`config.mk`:
```
export PLATFORM = sky130hd
export DESIGN_NAME = pm_ctrl_stat_reg
export DESIGN_NICKNAME = d
export VERILOG_FILES = /design/src/rtl/pmcsr_pkg.sv /design/src/rtl/pmcsr_sync.sv /design/src/rtl/pmcsr_state.sv /design/src/rtl/pmcsr_data_mux.sv /design/src/rtl/pmcsr_wake.sv /design/src/rtl/pm_ctrl_stat_reg.sv
export SDC_FILE = /design/constraint.sdc
export NUM_CORES = 1
export LEC_CHECK = 0
export CAP_MARGIN = 5
export CORE_MARGIN = 2
export CORE_UTILIZATION = 27
export CTS_CLUSTER_SIZE = 12
export DETAILED_ROUTE_END_ITERATION = 8
export PLACE_DENSITY = 0.83
export SYNTH_ARGS = -nofsm -noshare
export SYNTH_HDL_FRONTEND = slang
export SYNTH_SLANG_ARGS = --single-unit
```
`constraint.sdc`:
```
create_clock -name clk -period 2.2 [get_ports clk]
set_input_delay 0.33 -clock clk [delete_from_list [all_inputs] [get_ports clk]]
set_output_delay 0.33 -clock clk [all_outputs]
set_load 0.05 [all_outputs]
```
`src/rtl/pmcsr_pkg.sv`:
```
// Shared field positions, state encoding and helpers for the power
// management control/status register. Assumes the 16-bit word layout
// fixed by the configuration space and a 4-bit data select field.
package pmcsr_pkg;

    typedef enum logic [1:0] {
        PS_D0 = 2'b00,
        PS_D1 = 2'b01,
        PS_D2 = 2'b10,
        PS_D3 = 2'b11
    } pwr_state_e;

    localparam int STATE_LSB    = 0;
    localparam int WAKE_EN_BIT  = 8;
    localparam int SEL_LSB      = 9;
    localparam int SEL_W        = 4;
    localparam int SCALE_LSB    = 13;
    localparam int WAKE_STS_BIT = 15;
    localparam int EXT_LSB      = 16;
    localparam int DATA_LSB     = 24;

    // Returns 1 when the given state code may be entered.
    function automatic logic state_is_supported(input logic [1:0] code,
                                                input logic d1_ok,
                                                input logic d2_ok);
        case (code)
            2'b01:   return d1_ok;
            2'b10:   return d2_ok;
            default: return 1'b1;
        endcase
    endfunction

endpackage

```
`src/rtl/pmcsr_sync.sv`:
```
// Multi-flop synchronizer for one asynchronous level input.
// Assumes the input is slow compared with clk; resets to RESET_VAL.
module pmcsr_sync #(
    parameter int   STAGES    = 2,
    parameter logic RESET_VAL = 1'b1
) (
    input  logic clk,
    input  logic rst_n,
    input  logic d,
    output logic q
);

    logic [STAGES-1:0] chain;

    generate
        if (STAGES == 1) begin : g_single
            // Single capture stage.
            always_ff @(posedge clk) begin
                if (!rst_n) chain <= RESET_VAL;
                else        chain <= d;
            end
        end else begin : g_chain
            // Shift the input through the flop chain.
            always_ff @(posedge clk) begin
                if (!rst_n) chain <= {STAGES{RESET_VAL}};
                else        chain <= {chain[STAGES-2:0], d};
            end
        end
    endgenerate

    assign q = chain[STAGES-1];

endmodule

```
`src/rtl/pmcsr_state.sv`:
```
// Power state, data select and scale fields. Drops writes of
// unsupported power states and of the data select while the data
// feature is absent; scale is loaded only from its side ports.
module pmcsr_state
    import pmcsr_pkg::*;
(
    input  logic             clk,
    input  logic             rst_n,
    input  logic             wr_lo,
    input  logic             wr_hi,
    input  logic [1:0]       st_code,
    input  logic [SEL_W-1:0] sel_val,
    input  logic             d1_ok,
    input  logic             d2_ok,
    input  logic             data_en,
    input  logic             pl_ld,
    input  logic [1:0]       pl_val,
    input  logic             lp_we,
    input  logic [1:0]       lp_val,
    output pwr_state_e       state_q,
    output logic [SEL_W-1:0] sel_q,
    output logic [1:0]       scale_q
);

    logic st_ok;
    assign st_ok = state_is_supported(st_code, d1_ok, d2_ok);

    // Power state: load only supported codes.
    always_ff @(posedge clk) begin
        if (!rst_n)              state_q <= PS_D0;
        else if (wr_lo && st_ok) state_q <= pwr_state_e'(st_code);
    end

    // Data select: writable only when the data feature is present.
    always_ff @(posedge clk) begin
        if (!rst_n)                sel_q <= '0;
        else if (wr_hi && data_en) sel_q <= sel_val;
    end

    // Scale: local processor port has priority over preload.
    always_ff @(posedge clk) begin
        if (!rst_n)     scale_q <= 2'b00;
        else if (lp_we) scale_q <= lp_val;
        else if (pl_ld) scale_q <= pl_val;
    end

    a_r3_bad_state_dropped: assert property (@(posedge clk) disable iff (!rst_n)
        (wr_lo && !state_is_supported(st_code, d1_ok, d2_ok)) |=> $stable(state_q));

    a_r2_state_needs_write: assert property (@(posedge clk) disable iff (!rst_n)
        !wr_lo |=> $stable(state_q));

    a_r6_sel_locked: assert property (@(posedge clk) disable iff (!rst_n)
        !data_en |=> $stable(sel_q));

    a_r8_scale_holds: assert property (@(posedge clk) disable iff (!rst_n)
        !(pl_ld || lp_we) |=> $stable(scale_q));

endmodule

```
`src/rtl/pmcsr_data_mux.sv`:
```
// Selects one preloaded data byte by index. Indices at or above
// NUM_BYTES, or a disabled feature, give zero.
module pmcsr_data_mux
    import pmcsr_pkg::*;
#(
    parameter int NUM_BYTES = 8,
    localparam int BUS_W    = 8 * NUM_BYTES
) (
    input  logic             feat_en,
    input  logic [SEL_W-1:0] sel,
    input  logic [BUS_W-1:0] bytes_in,
    output logic [7:0]       byte_o
);

    // Pick the matching byte; default zero.
    always_comb begin
        byte_o = 8'h00;
        for (int k = 0; k < NUM_BYTES; k++) begin
            if (feat_en && sel == SEL_W'(k)) byte_o = bytes_in[k*8 +: 8];
        end
    end

endmodule

```
`src/rtl/pmcsr_wake.sv`:
```
// Wake enable, sticky wake status and active-low wake output.
// Assumes wake_n_sync is already synchronized. Status sets on a
// qualifying event regardless of enable; set beats a same-cycle clear.
module pmcsr_wake
    import pmcsr_pkg::*;
(
    input  logic       clk,
    input  logic       rst_n,
    input  logic       wake_n_sync,
    input  logic [3:0] cap,
    input  pwr_state_e state,
    input  logic       wr_hi,
    input  logic       en_bit,
    input  logic       clr_bit,
    output logic       en_eff,
    output logic       status_q,
    output logic       wake_out_n
);

    logic any_cap;
    logic set_evt;
    logic clr_evt;
    logic en_q;

    assign any_cap = |cap;
    assign set_evt = !wake_n_sync && cap[state];
    assign clr_evt = wr_hi && clr_bit;

    // Sticky status: set wins over write-1-to-clear.
    always_ff @(posedge clk) begin
        if (!rst_n)       status_q <= 1'b0;
        else if (set_evt) status_q <= 1'b1;
        else if (clr_evt) status_q <= 1'b0;
    end

    // Enable bit: writable only when some state supports wake.
    always_ff @(posedge clk) begin
        if (!rst_n)                en_q <= 1'b0;
        else if (wr_hi && any_cap) en_q <= en_bit;
    end

    assign en_eff     = en_q && any_cap;
    assign wake_out_n = !(status_q && en_eff);

    a_r9_status_sets: assert property (@(posedge clk) disable iff (!rst_n)
        set_evt |=> status_q);

    a_r10_w1c_clears: assert property (@(posedge clk) disable iff (!rst_n)
        (clr_evt && !set_evt) |=> !status_q);

    a_r10_sticky: assert property (@(posedge clk) disable iff (!rst_n)
        (status_q && !clr_evt) |=> status_q);

    a_r5_enable_locked: assert property (@(posedge clk) disable iff (!rst_n)
        (wr_hi && !any_cap) |=> $stable(en_q));

endmodule

```
`src/rtl/pm_ctrl_stat_reg.sv`:
```
// Top of the power management control/status register. Splits the
// byte-enabled write into field updates, synchronizes the wake input
// and assembles the read dword: word in 15:0, extension byte 23:16
// (always zero), data byte 31:24. Reads are combinational.
module pm_ctrl_stat_reg
    import pmcsr_pkg::*;
#(
    parameter int SYNC_STAGES = 2,
    parameter int NUM_BYTES   = 8,
    localparam int BUS_W      = 8 * NUM_BYTES
) (
    input  logic             clk,
    input  logic             rst_n,
    input  logic             cfg_wr,
    input  logic [3:0]       cfg_be,
    input  logic [31:0]      cfg_wdata,
    output logic [31:0]      cfg_rdata,
    input  logic             pl_d1_ok,
    input  logic             pl_d2_ok,
    input  logic [3:0]       pl_wake_cap,
    input  logic             pl_data_en,
    input  logic [BUS_W-1:0] pl_data_bytes,
    input  logic             pl_scale_ld,
    input  logic [1:0]       pl_scale_val,
    input  logic             lp_scale_we,
    input  logic [1:0]       lp_scale_val,
    input  logic             wake_in_n,
    output logic             wake_out_n,
    output logic [7:0]       data_byte
);

    logic             wr_lo;
    logic             wr_hi;
    logic             wake_n_sync;
    pwr_state_e       state_q;
    logic [SEL_W-1:0] sel_q;
    logic [1:0]       scale_q;
    logic             en_eff;
    logic             status_q;
    logic             unused_ok;

    assign wr_lo     = cfg_wr && cfg_be[0];
    assign wr_hi     = cfg_wr && cfg_be[1];
    assign unused_ok = ^{cfg_wdata[31:16], cfg_wdata[14:13], cfg_wdata[7:2], cfg_be[3:2]};

    pmcsr_sync #(.STAGES(SYNC_STAGES), .RESET_VAL(1'b1)) u_sync (
        .clk   (clk),
        .rst_n (rst_n),
        .d     (wake_in_n),
        .q     (wake_n_sync)
    );

    pmcsr_state u_state (
        .clk     (clk),
        .rst_n   (rst_n),
        .wr_lo   (wr_lo),
        .wr_hi   (wr_hi),
        .st_code (cfg_wdata[STATE_LSB +: 2]),
        .sel_val (cfg_wdata[SEL_LSB +: SEL_W]),
        .d1_ok   (pl_d1_ok),
        .d2_ok   (pl_d2_ok),
        .data_en (pl_data_en),
        .pl_ld   (pl_scale_ld),
        .pl_val  (pl_scale_val),
        .lp_we   (lp_scale_we),
        .lp_val  (lp_scale_val),
        .state_q (state_q),
        .sel_q   (sel_q),
        .scale_q (scale_q)
    );

    pmcsr_wake u_wake (
        .clk         (clk),
        .rst_n       (rst_n),
        .wake_n_sync (wake_n_sync),
        .cap         (pl_wake_cap),
        .state       (state_q),
        .wr_hi       (wr_hi),
        .en_bit      (cfg_wdata[WAKE_EN_BIT]),
        .clr_bit     (cfg_wdata[WAKE_STS_BIT]),
        .en_eff      (en_eff),
        .status_q    (status_q),
        .wake_out_n  (wake_out_n)
    );

    pmcsr_data_mux #(.NUM_BYTES(NUM_BYTES)) u_mux (
        .feat_en  (pl_data_en),
        .sel      (sel_q),
        .bytes_in (pl_data_bytes),
        .byte_o   (data_byte)
    );

    // Assemble the read dword from the field registers.
    always_comb begin
        cfg_rdata                          = 32'h0;
        cfg_rdata[STATE_LSB +: 2]          = state_q;
        cfg_rdata[WAKE_EN_BIT]             = en_eff;
        cfg_rdata[SEL_LSB +: SEL_W]        = pl_data_en ? sel_q : '0;
        cfg_rdata[SCALE_LSB +: 2]          = scale_q;
        cfg_rdata[WAKE_STS_BIT]            = status_q;
        cfg_rdata[DATA_LSB +: 8]           = data_byte;
    end

    a_r12_out_needs_both: assert property (@(posedge clk) disable iff (!rst_n)
        !wake_out_n |-> (cfg_rdata[WAKE_STS_BIT] && cfg_rdata[WAKE_EN_BIT]));

    a_r4_reserved_zero: assert property (@(posedge clk) disable iff (!rst_n)
        (cfg_rdata[7:2] == 6'b0) && (cfg_rdata[EXT_LSB +: 8] == 8'h00));

    a_r7_upper_sel_zero: assert property (@(posedge clk) disable iff (!rst_n)
        (cfg_rdata[SEL_LSB + SEL_W - 1]) |-> (data_byte == 8'h00));

endmodule

```
### Yosys cells after proc, flatten, opt, wreduce, memory -nomap -nowiden

Cells that the tools add are included.

| storage, ports and cells | value |
|---|---|
| bits in registers | 12 |
| bits in latches | 0 |
| bits in writable memories | 0 |
| memory bits (read-only) | 0 |
| input bits | 117 |
| word-level logic and storage cells | 55 |
| memories kept | 0 |

| operators by class | value |
|---|---|
| $add $sub $neg | 0 |
| multipliers | 0 |
| div/mod/pow operators | 0 |
| order comparisons | 1 |
| equal/unequal tests | 9 |
| shift operators | 0 |
| multiplexer cells | 16 |
| bitwise gates (word level) | 0 |
| reduce and logical (&&, ||, !) cells | 23 |

Operators with widths:

| kind | number |
|---|---|
| $mux W8 | 8 |
| $logic_and A1 B1 Y1 | 17 |
| $eq A4 B3 Y1 const B | 4 |
| $eq A4 B2 Y1 const B | 2 |
| $eq A4 B1 Y1 const B | 1 |
| $logic_not A4 Y1 | 1 |
| $mux W2 | 2 |
| $mux W4 | 1 |
| $reduce_bool A2 Y1 | 2 |
| $reduce_or A4 Y1 | 1 |
| $lt A2 B3 Y1 const B | 1 |
| $mux W1 | 3 |
| $bmux W1 S2 | 1 |
| $eq A2 B1 Y1 const B | 1 |
| $eq A2 B2 Y1 const B | 1 |
| $logic_not A1 Y1 | 2 |
| $pmux W1 S2 | 1 |

### Logic depth before layout (Yosys ltp)

Gate-level depths: netlist (run 1).

| depth | value |
|---|---|
| depth after elaboration | 10 |
| mapped depth | 7 |
| mapped depth without buffers | 6 |

### Modules after synthesis

Synthesis (run 1) repeated with hierarchy kept, for this count alone.

| second synthesis, totals | value |
|---|---|
| cell total of the unflattened synthesis | 176 |
| area total of the unflattened synthesis | 1448.9 sq um |

Modules (own cells, without submodules):

| module | times used | cells an instance | area an instance (sq um) | seq. area each (sq um) |
|---|---|---|---|---|
| pmcsr_data_mux | 1 | 88 | 685.7 | 0.0 |
| pmcsr_state | 1 | 40 | 356.6 | 160.2 |
| pm_ctrl_stat_reg | 1 | 31 | 221.5 | 0.0 |
| pmcsr_wake | 1 | 13 | 132.6 | 40.0 |
| pmcsr_sync | 1 | 4 | 52.6 | 40.0 |

### Worst setup path after synthesis (run 1)

Ideal clock, no wire load.

| timing | value |
|---|---|
| kind | reg2out |
| from | reg u_state.sel_q[2] |
| to | out data_byte[2] |
| data arrival time | 2.723 ns |
| data required time | 1.870 ns |
| setup slack | -0.853 ns |
| stages on the path, launching flop included | 7 |
| cells stage by stage | dfxtp_1 -> clkbuf_2 -> and2_1 -> nor4b_2 -> a221oi_1 -> a31oi_1 -> buf_4 |

| on the way | value |
|---|---|
| word-level cells in the longest chain between the ends | 10 |
| elaborated cells between the ends (all ways) | 24 |
| classes of those cells | eq/ne (7); mux (8); reduce/logical (9) |

RTL lines:

| element | line | source |
|---|---|---|
| start, declared | pmcsr_state.sv:21 | `output logic [SEL_W-1:0] sel_q,` |
| start signal, assigned | pmcsr_state.sv:37 | `else if (wr_hi && data_en) sel_q <= sel_val;` |
| $logic_not A4 Y1 | pmcsr_data_mux.sv:19 | `if (feat_en && sel == SEL_W'(k)) byte_o = bytes_in[k*8 +: 8];` |
| $logic_and A1 B1 Y1 | pmcsr_data_mux.sv:19 |  |
| $mux W8 (7 in a row) | pmcsr_data_mux.sv:19 |  |
| $mux W8 * | pmcsr_data_mux.sv:19 |  |
| end, declared | pm_ctrl_stat_reg.sv:29 | `output logic [7:0] data_byte` |

Mark *: on every way between the ends. The rest lies on a longest branch, timed or not.

### Final worst setup path (run 1)

| timing | value |
|---|---|
| from | reg u_state.sel_q[3] |
| to | out data_byte[7] |

The elaborated chain is that of the path after synthesis.

==> metrics.md, run 1 <==
| Metric | Value |
|---|---|
| Status | finished, final reports clean |
| CP cell instances | or4b_4 > o21a_1 > a31oi_4 > buf_12 |
| Die Width | 74.84 um |
| VDD IR-drop max | 0.0004954 V |
| Initial DRC count | 26 |
| CTS tree | yes |
| Critical path peak fanout | 6 |
| Design area | between 3000 and 4000 um^2 |
| Syn avg cell area | approximately 8 um^2 |
| Rows | 25 |
| RSZ-0062 raised after global routing | yes |
| Post-Route Setup TNS | 0 ps |
| Crit path capture type | output port |
| Chip Height | 74.84 um |
| Area delta synth->final | 130.3% |
| Starting Density | 0.2831 |
| Crit start category | register |
| Number of enable flip-flop cells after synthesis | 0 |
| Clk pwr share | 0.216 |
| Root buffer cell | clkbuf_8 |
| Commonest non-fill, non-tap cell in the layout | clkdlybuf4s50_1 |
| Reg2Reg Depth | 3 |
| FF-to-FF End | u_wake.status_q |
| Share of cells above drive strength 1 | 0.2765 |
| Metal2 WL | 3064 um |
| Worst Max-Slew Pin Slew | ~500 ps |
| R2r startpoint | u_state.state_q[0] |
| Ant. Diodes | 0 |
| Hold Path End | u_sync.chain[1] |
| Final period util | 0.9891 |
| Initial antenna violation count | 0 |
| Commonest cells after routing, fill and taps aside | clkdlybuf4s50_1, buf_4, buf_12 |
| WHS Path Cells | 1 |
| Max_slew headroom | 0.6662 |
| Main synth FF type | dfxtp_1 |
| GP Congestion | about 0.81 |
| Final ANT Viol Nets | 0 |
| Global Route Usage Sum | 0.1755 |
| Core area | roughly 4800 um^2 |
| Clk buf depth | 2 |
| Hold Fails Final Rpt | 0 |
| Pwr Total | roughly 1100 uW |
| Final Setup Violations | 0 |
| Top delay family on crit path | simple AND/OR/NAND/NOR gates |
| #FFs+latches synth | 12 |
| CTS clk-pin slew, worst paths | ~50 ps |
| Kind of critical path | register to output port |
| Max H-tree Level | 1 |
| Max Clk Rate | about 460 MHz |
| Hold_buf cts | 0 |
| Crit path largest cell delay | about 600 ps |
| M1 WL | about 1800 um |
| Number of global-route vias before repair | about 1800 |
| Final core occ | 0.6520 |
| Post-DP HPWL | around 4300 um |
| Port Buffers | about 120 |
| Yosys warning count | 0 |
| Sw power | between 300 and 400 uW |
| Clock Skew | 2.726 ps |
| Crit path required time | between 1500 and 2000 ps |
| IO Pins | 158 |
| DRC violations left | 0 |
| Max Slew Vio Count | 0 |
| Slowest stage cell, crit path | or4b_4 |
| Final Critical Period | 2176 ps |
| Clock Sinks | 12 |
| Grt ovf | 0 |
| Max Cap Viol | 0 |
| Internal | approximately 710 uW |
| Worst-case hold slack | 435.4 ps |
| Nets | between 400 and 500 |
| Asr flop ratio synth | 0 |
| Total Wirelength | around 5200 um |
| Area of placed instances | between 2000 and 3000 um^2 |
| DR pass1 iterations | 4 |
| Worst-Skew Late Latency | 240 ps |
| DR WL/cell | between 10 and 15 um |
| Syn Std Cell Area | 1355 um^2 |
| Synthesized instance count | 173 |
| Combinational group share of total power | 0.570 |
| Worst Hold Class | register to register |
| Sequential share of power | 0.214 |
| DR WL met3 | between 300 and 400 um |
| Worst Min Path Start | u_sync.chain[0] |
| Largest net degree at the start of global routing | 19 |
| Crit path buffers/inverters | 1 |
| Cell Pwr Density | 351.1 nW/um^2 |
| CTS Buf Count | 3 |
| Top sig layer | met4 |
| Sw frac | 0.3541 |
| First-pass GRT wire length | just under 8000 um |
| Mean number of vias per cell | roughly 4.7 |
| Reg-to-reg slack, setup | 960 ps |
| Vias | about 1700 |
| Die ar. | 5601 um^2 |
| Sequential-to-total area share from yosys stat | 0.1773 |
| CP Data Arrival Time | about 1900 ps |
| Netlist cell types | 36 |
| Leak pwr | 0.001173 uW |
==> layer usage <==
metal	vias to the layer above	GRT usage
li1	831	-
met1	801	0.1744
met2	69	0.3655
met3	4	0.03748
met4	0	0.03373
met5	-	0
==> worst max path at each step <==
| stage | startpoint | end | slack, ps | cells after the start |
|---|---|---|---|---|
| finish | u_state.sel_q[3] | data_byte[7] | 20 | 4 |
| floorplan | u_state.sel_q[2] | data_byte[2] | -100 | 6 |
| global placement | pl_data_en | data_byte[5] | -270 | 7 |
| CTS | u_state.sel_q[0] | cfg_rdata[27] | 20 | 4 |
| detailed placement | pl_data_en | data_byte[5] | -380 | 7 |
| global route | u_state.sel_q[3] | data_byte[7] | -30 | 4 |
==> timing repair <==
action	CTS	global route
pin swaps	4	7
endpoints found under the setup margin	14	14
setup buffers	1	1
resized for setup	17	15
==> worst reg2reg max path: stages, from the launching register on <==
cell and delay (ps):
dfxtp_1 370, mux4_2 510, a22oi_1 190, nor2b_1 60
==> cell type report <==
type                            count  area, um^2
Tap cell                           67       83.83
Multi-Input combinational cell    135        1202
Timing Repair Buffer              136        1508
Inverter                            6       22.52
Sequential cell                    12       249.0
Fill cell                         364        1665
Clock buffer                        4       55.05
==> Yosys cell counts, types with 2 or more instances <==
| cell | instances | area [um^2] |
|---|---|---|
| and2_1 | 6 | 37.54 |
| buf_2 | 7 | 35.03 |
| o21ai_0 | 5 | 25.02 |
| a31oi_1 | 5 | 31.28 |
| o22ai_1 | 6 | 37.54 |
| o21a_1 | 5 | 37.54 |
| mux4_2 | 3 | 67.56 |
| nand2_1 | 16 | 60.06 |
| buf_4 | 24 | 180.2 |
| nor3_1 | 2 | 10.01 |
| nor2b_1 | 7 | 43.79 |
| a221oi_1 | 7 | 61.31 |
| nand3_1 | 3 | 15.01 |
| mux2i_1 | 14 | 140.1 |
| dfxtp_1 | 12 | 240.2 |
| nand3b_1 | 7 | 52.55 |
| ha_1 | 2 | 25.02 |
| nand2b_1 | 6 | 37.54 |
| inv_1 | 6 | 22.52 |
| nor2_1 | 6 | 22.52 |
| a21boi_0 | 2 | 15.01 |
| a21oi_1 | 8 | 40.04 |
==> flip-flops by register name, indices dropped and copies added, names as in the netlist <==
| name | count |
|---|---|
| u_state.sel_q | 4 |
| u_state.scale_q | 2 |
| u_state.state_q | 2 |
| u_sync.chain | 2 |
| u_wake.en_q | 1 |
| u_wake.status_q | 1 |
==> cells by family (layout without fill, tap and decap cells) <==
logic type,after synthesis,after routing,synth area share
fa+ha+maj,2,2,0.01846
compound gates,42,42,0.2068
mux,18,18,0.1616
flops,12,12,0.1773
other cells,1,14,0.002767
simple gates,59,59,0.2512
buf+inv,39,146,0.1819
==> power groups by stage <==
stage / Combinational [uW] / Clock (uW) / Sequential, uW
2_1_floorplan: 311 / 0 / 251
6_report: 624 / 237 / 234
5_1_grt: 654 / 256 / 236
3_3_place_gp: 594 / 0 / 240
3_5_place_dp: 603 / 0 / 240
4_1_cts: 616 / 244 / 236
==> metrics by stage <==
stage	std cells	setup slack, ps
finish	360	23.98
detailed placement	354	-376.4
global placement	354	-273.9
floorplan	186	-100.0
CTS	359	19.11
global route	360	-26.39
No activity file was read; power rests on OpenSTA's default activity.
==> run 2, diff against run 1 <==
CORE_ASPECT_RATIO = 0.6   (was default)
CORE_UTILIZATION = 25   (was 27)
PLACE_DENSITY = 0.81   (was 0.83)
SLEW_MARGIN = 30   (was default)
clock period = 1.8 ns   (was 2.2 ns; I/O delays follow)
==> run 2 against run 1 <==
The run now ends with negative setup slack left. Worst setup slack got worse by 350 ps. Clock power rose by 2%. Via count up 2.8%. Non-clock buffer count grew 16. Critical path type unchanged. Largest cell class unchanged. Largest power group unchanged.
==> metrics.md, run 2 (synthesized netlist as in run 1, its figures left out) <==
| Metric | Value |
|---|---|
| Commonest non-fill, non-tap cell in the layout | clkdlybuf4s50_1 |
| CP Data Arrival Time | 1860 ps (about the same) |
| VDD IR-drop max | 0.0002121 V (-57%) |
| Reg-to-reg slack, setup | 560 ps (-400 ps) |
| Crit start category | register |
| CP cell instances | or4b_4 > o21a_1 > a31oi_4 > buf_12 |
| Nets | 429 (+3.9%) |
| Commonest cells after routing, fill and taps aside | clkdlybuf4s50_1, buf_4, buf_12 |
| Ant. Diodes | 0 (unchanged) |
| WHS Path Cells | 1 (unchanged) |
| Clock Skew | 0.2166 ps (-2.509 ps) |
| Total Wirelength | 5749 um (+9.7%) |
| Clk buf depth | 2 (unchanged) |
| Share of cells above drive strength 1 | 0.3409 (+0.06446) |
| Worst Min Path Start | u_sync.chain[0] |
| Number of global-route vias before repair | 1743 (-1.5%) |
| Top reg by flops | u_state.sel_q |
| CTS Buf Count | 3 (unchanged) |
| Port Buffers | 117 (unchanged) |
| Largest register FFs | 4 (unchanged) |
| Max Cap Viol | 0 (unchanged) |
| FF-to-FF End | u_wake.status_q |
| Max Slew Vio Count | 0 (unchanged) |
| RSZ-0062 raised after global routing | yes |
| Die Width | 99.05 um (+32%) |
| Worst-Skew Late Latency | 230 ps (about the same) |
| Pwr Total | 1309 uW (+19%) |
| Global Route Usage Sum | 0.1692 (-0.006350) |
| R2r startpoint | u_state.state_q[0] |
| Crit path required time | 1530 ps (-340 ps) |
| DR pass1 iterations | 4 (unchanged) |
| Mean number of vias per cell | 4.684 (-1.1%) |
| Root buffer cell | clkbuf_8 |
| Final Setup Violations | 16 (+16) |
| Core area | 5130 um^2 (+7.2%) |
| Final Critical Period | between 2000 and 2500 ps |
| IO Pins | 158 (unchanged) |
| Area delta synth->final | 140.3% |
| Grt ovf | 0 (unchanged) |
| Hold Path End | u_sync.chain[1] |
| Vias | 1752 (+2.8%) |
| DRC violations left | 0 (unchanged) |
| Status | finished with violations |
| Hold Fails Final Rpt | 0 (unchanged) |
| Crit path largest cell delay | 600 ps (about the same) |
| Post-DP HPWL | 4502 um (+3.5%) |
| Crit path capture type | output port |
| Rows | 20 (-20%) |
| Setup WS pre-CTS | -626.3 ps (-249.9 ps) |
| Failing checks | negative setup slack |
| Critical path peak fanout | 6 (unchanged) |
| Final ANT Viol Nets | 0 (unchanged) |
| GP Congestion | 0.8285 (+2.4%) |
| Largest net degree at the start of global routing | 13 (-6) |
| Setup slack after layout | -328.0 ps (-352.0 ps) |
| Initial DRC count | 57 (+120%) |
| Kind of critical path | register to output port |
| CTS tree | yes |
| Chip Height | 61.03 um (-18%) |
| Final period util | 1.182 |
| Starting Density | 0.2641 (-0.01899) |
| First-pass GRT wire length | 8079 um (+4.7%) |
| Max H-tree Level | 1 (unchanged) |
| Die ar. | 6044 um^2 (+7.9%) |
| CTS clk-pin slew, worst paths | 50 ps (about the same) |
| Leak pwr | 0.001230 uW (+4.9%) |
| DR WL/cell | 15.37 um (+5.6%) |
| Max Clk Rate | ~470 MHz |
| Reg2Reg Depth | 3 (unchanged) |
| Clock Sinks | 12 (unchanged) |
| Slowest stage cell, crit path | or4b_4 |
| Worst Hold Class | register to register |
| Initial antenna violation count | 0 (unchanged) |
| Cell Pwr Density | 402.1 nW/um^2 (+15%) |
run 2: cell count changes in the layout (fill, tap and decap cells not counted), moves of 2 or more:
cell / previous run / this run
a21oi_1: 6 / 1
buf_6: 0 / 5
nand2_2: 0 / 2
a21oi_4: 0 / 4
buf_4: 21 / 33
run 2: worst max path at each step:
stage                               end             start
after CTS                 cfg_rdata[28]  u_state.sel_q[0]
after floorplan            data_byte[6]  u_state.sel_q[2]
after global placement     data_byte[7]        pl_data_en
after global routing       data_byte[3]  u_state.sel_q[3]
after detailed placement  cfg_rdata[28]        pl_data_en
final                     cfg_rdata[28]  u_state.sel_q[0]
run 2: critical path, delay by kind of cell, from the launching register on:
kind	cells	cell delay, ps
compound gates	2	510
buf+inv	1	170
simple gates	1	600
flops	1	330
run 2: timing repair:
| action | 4_1_cts | 5_1_grt |
|---|---|---|
| hold buffers | 0 | 0 |
| pin swaps | 14 | 8 |
| buffers inserted | 2 | 4 |
| gates resized for setup | 19 | 25 |
| endpoints found under the setup margin | 16 | 17 |
run 2: cell type report:
class                   instances  area [um^2]
fillers                       408         1874
repair buffers                152         1630
multi-input cells             135         1232
flip-flops and latches         12        246.5
well taps                      66        82.58
clock buffers                   3        41.29
inverters                       6        22.52
run 2: per-layer routing:
layer / routed length, um / vias to the layer above / GRT usage
li1: - / 861 / -
met2: 2960 / 67 / 0.3214
met5: 0 / - / 0
met3: 384 / 6 / 0.04767
met1: 2348 / 818 / 0.2028
met4: 55 / 0 / 0.01761
run 2: per-stage QoR:
step                      area, um^2  cells    util  TNS (ps)  hold slack [ps]
after floorplan                 1569    186       -     -2729            343.0
after global placement          2975    367  0.5800     -7887            395.5
after detailed placement        2975    367  0.5800     -8392            398.4
after CTS                       3109    372  0.6061     -4292            411.4
after global routing            3256    374  0.6346     -6133            435.3
final                           3256    374  0.6346     -4408            406.2
run 2: power by group:
group	leakage, uW	total, uW	switching (uW)	internal [uW]
combinational	0.00111	782	377	405
clock	0.0000216	241	93.9	147
sequential	0.000100	286	8.54	277
total	0.00123	1310	479	830
==> run 3, diff against run 2 <==
CORE_UTILIZATION = 42   (was 25)
DONT_BUFFER_PORTS = 1   (was default)
PLACE_DENSITY = 0.61   (was 0.81)
==> run 3 against run 2 <==
The flow still finishes with violations (negative setup slack). Critical endpoint is now cfg_rdata[26]. Clock skew is 4.5 ps higher. Clock power shrank 2%. Non-clock buffer count shrank 107. Critical path depth is the same. Sequential share of layout area is 4.6 points higher.
==> metrics.md, run 3 (synthesized netlist as in run 1, its figures left out) <==
| Metric | Value |
|---|---|
| Reg2Reg Depth | 3 (unchanged) |
| Max Clk Rate | 487.6 MHz (+3.8%) |
| Clock Sinks | 12 (unchanged) |
| IO Pins | 158 (unchanged) |
| Largest register FFs | 4 (unchanged) |
| Core area | 2965 um^2 (-42%) |
| CTS tree | yes |
| Top reg by flops | u_state.sel_q |
| Area delta synth->final | 48.20% |
| Kind of critical path | register to output port |
| Grt ovf | 0 (unchanged) |
| CP Data Arrival Time | 1780 ps (-80 ps) |
| Commonest non-fill, non-tap cell in the layout | buf_4 |
| Setup slack after layout | -251.0 ps (+77.03 ps) |
| Failing checks | negative setup slack |
| DRC violations left | 0 (unchanged) |
| Post-DP HPWL | 3265 um (-27%) |
| Die ar. | 3711 um^2 (-39%) |
| Rows | 15 (-25%) |
| First-pass GRT wire length | 5892 um (-27%) |
| Max H-tree Level | 1 (unchanged) |
| GP Congestion | 0.7344 (-11%) |
| VDD IR-drop max | 0.0004611 V (+120%) |
| Clk buf depth | 2 (unchanged) |
| Vias | 1377 (-21%) |
| Starting Density | 0.4570 (+0.1928) |
| Final period util | 1.139 (-0.04280) |
| Status | finished with violations |
| Final ANT Viol Nets | 0 (unchanged) |
| Largest net degree at the start of global routing | 15 (+2) |
| Root buffer cell | clkbuf_8 |
| Slowest stage cell, crit path | or4b_4 |
| CP Depth | 4 (unchanged) |
| Final Setup Violations | 16 (unchanged) |
| Initial antenna violation count | 0 (unchanged) |
| Critical path peak fanout | 6 (unchanged) |
| Crit start category | register |
| Cell Pwr Density | 502.5 nW/um^2 (+25%) |
| Share of cells above drive strength 1 | 0.4478 (+0.1069) |
| Clock Skew | 4.755 ps (+4.539 ps) |
| CP startpoint | u_state.sel_q[0] |
| Final Critical Period | 2051 ps (-77.03 ps) |
| Hold Fails Final Rpt | 0 (unchanged) |
| Commonest cells after routing, fill and taps aside | buf_4, mux2i_1, nand2_1, conb_1, buf_12 |
| Chip Height | 48.00 um (-21%) |
| Crit path required time | 1530 ps (about the same) |
| Crit path largest cell delay | 590 ps (about the same) |
| CTS Buf Count | 3 (unchanged) |
| DR WL/cell | 17.16 um (+12%) |
| R2r startpoint | u_state.state_q[0] |
| Max Slew Vio Count | 0 (unchanged) |
| Leak pwr | 0.0007557 uW (-39%) |
| Initial DRC count | 32 (-44%) |
| Total Wirelength | 4171 um (-27%) |
| Die Width | 77.33 um (-22%) |
| CTS clk-pin slew, worst paths | 50 ps (about the same) |
| Port Buffers | 0 (-100%) |
| DR pass1 iterations | 4 (unchanged) |
| Global Route Usage Sum | 0.2082 (+0.03907) |
| RSZ-0062 raised after global routing | yes |
| Pwr Total | 1009 uW (-23%) |
| FF-to-FF End | u_wake.status_q |
| Nets | 322 (-25%) |
| CP cell instances | or4b_4 > o21a_1 > a31oi_4 > buf_12 |
| Crit path buffers/inverters | 1 (unchanged) |
| Critical Path Sink | cfg_rdata[26] |
| Worst Min Path Start | rst_n |
| Worst Hold Class | input port to register |
| Number of global-route vias before repair | 1295 (-26%) |
| Worst-Skew Late Latency | 240 ps (about the same) |
| Max Cap Viol | 0 (unchanged) |
| Final core occ | 0.6772 (+0.04258) |
| Reg-to-reg slack, setup | 530 ps (-30 ps) |
| Top delay family on crit path | simple AND/OR/NAND/NOR gates |
| Crit path capture type | output port |
| Mean number of vias per cell | 5.667 (+21%) |
| Post-Route Setup TNS | -3449 ps (+958.3 ps) |
| Ant. Diodes | 0 (unchanged) |
-- run 3: cell count changes in the layout (fill, tap and decap cells not counted), moves of 2 or more --
cell,delta
a21oi_1,+2
a21oi_4,-3
buf_6,-2
clkdlybuf4s50_1,-94
buf_12,-10
dfxtp_2,+2
-- run 3: area by class of cell --
class | count | area, um^2
clock buffers | 3 | 41.29
inverters | 6 | 22.52
fillers | 231 | 957.2
repair buffers | 45 | 461.7
well taps | 42 | 52.55
multi-input cells | 135 | 1185
flip-flops and latches | 12 | 245.2
-- run 3: worst register-to-register path, stage by stage, from the launching register on --
cell and delay (ps):
dfxtp_1 370, mux4_2 520, a22oi_1 210, nor2b_1 70
-- run 3: per-stage QoR --
stage | setup slack [ps] | instance area, um^2 | instances | hold slack, ps
global route | -338.2 | 2008 | 243 | 103.3
global placement | -122.9 | 1779 | 236 | 344.7
CTS | -250.0 | 1881 | 241 | 102.4
floorplan | -319.0 | 1569 | 186 | 343.0
finish | -251.0 | 2008 | 243 | 107.5
detailed placement | -137.9 | 1779 | 236 | 348.2
-- run 3: power by group --
group	switching, uW	internal (uW)
sequential	6.83	279
clock	88.6	147
combinational	312	176
total	407	602
-- run 3: worst min-delay path by stage --
stage / to / cells after the start / slack, ps
floorplan: u_sync.chain[0] / 1 / 340
global placement: u_sync.chain[1] / 1 / 340
detailed placement: u_sync.chain[1] / 1 / 350
CTS: u_sync.chain[1] / 1 / 100
global route: u_sync.chain[0] / 1 / 100
finish: u_sync.chain[1] / 1 / 110
-- run 3: what timing repair did --
item | in CTS | in global routing
endpoints found under the setup margin | 16 | 16
pin swaps | 10 | 5
hold buffers | 0 | 0
buffers inserted | 2 | 2
gates resized for setup | 13 | 20
-- run 3: per-layer routing --
layer	vias up	wire [um]	track usage
met4	0	69	0.08929
met5	-	0	0
met3	11	355	0.06604
li1	645	-	-
met1	644	1600	0.2262
met2	77	2146	0.3983
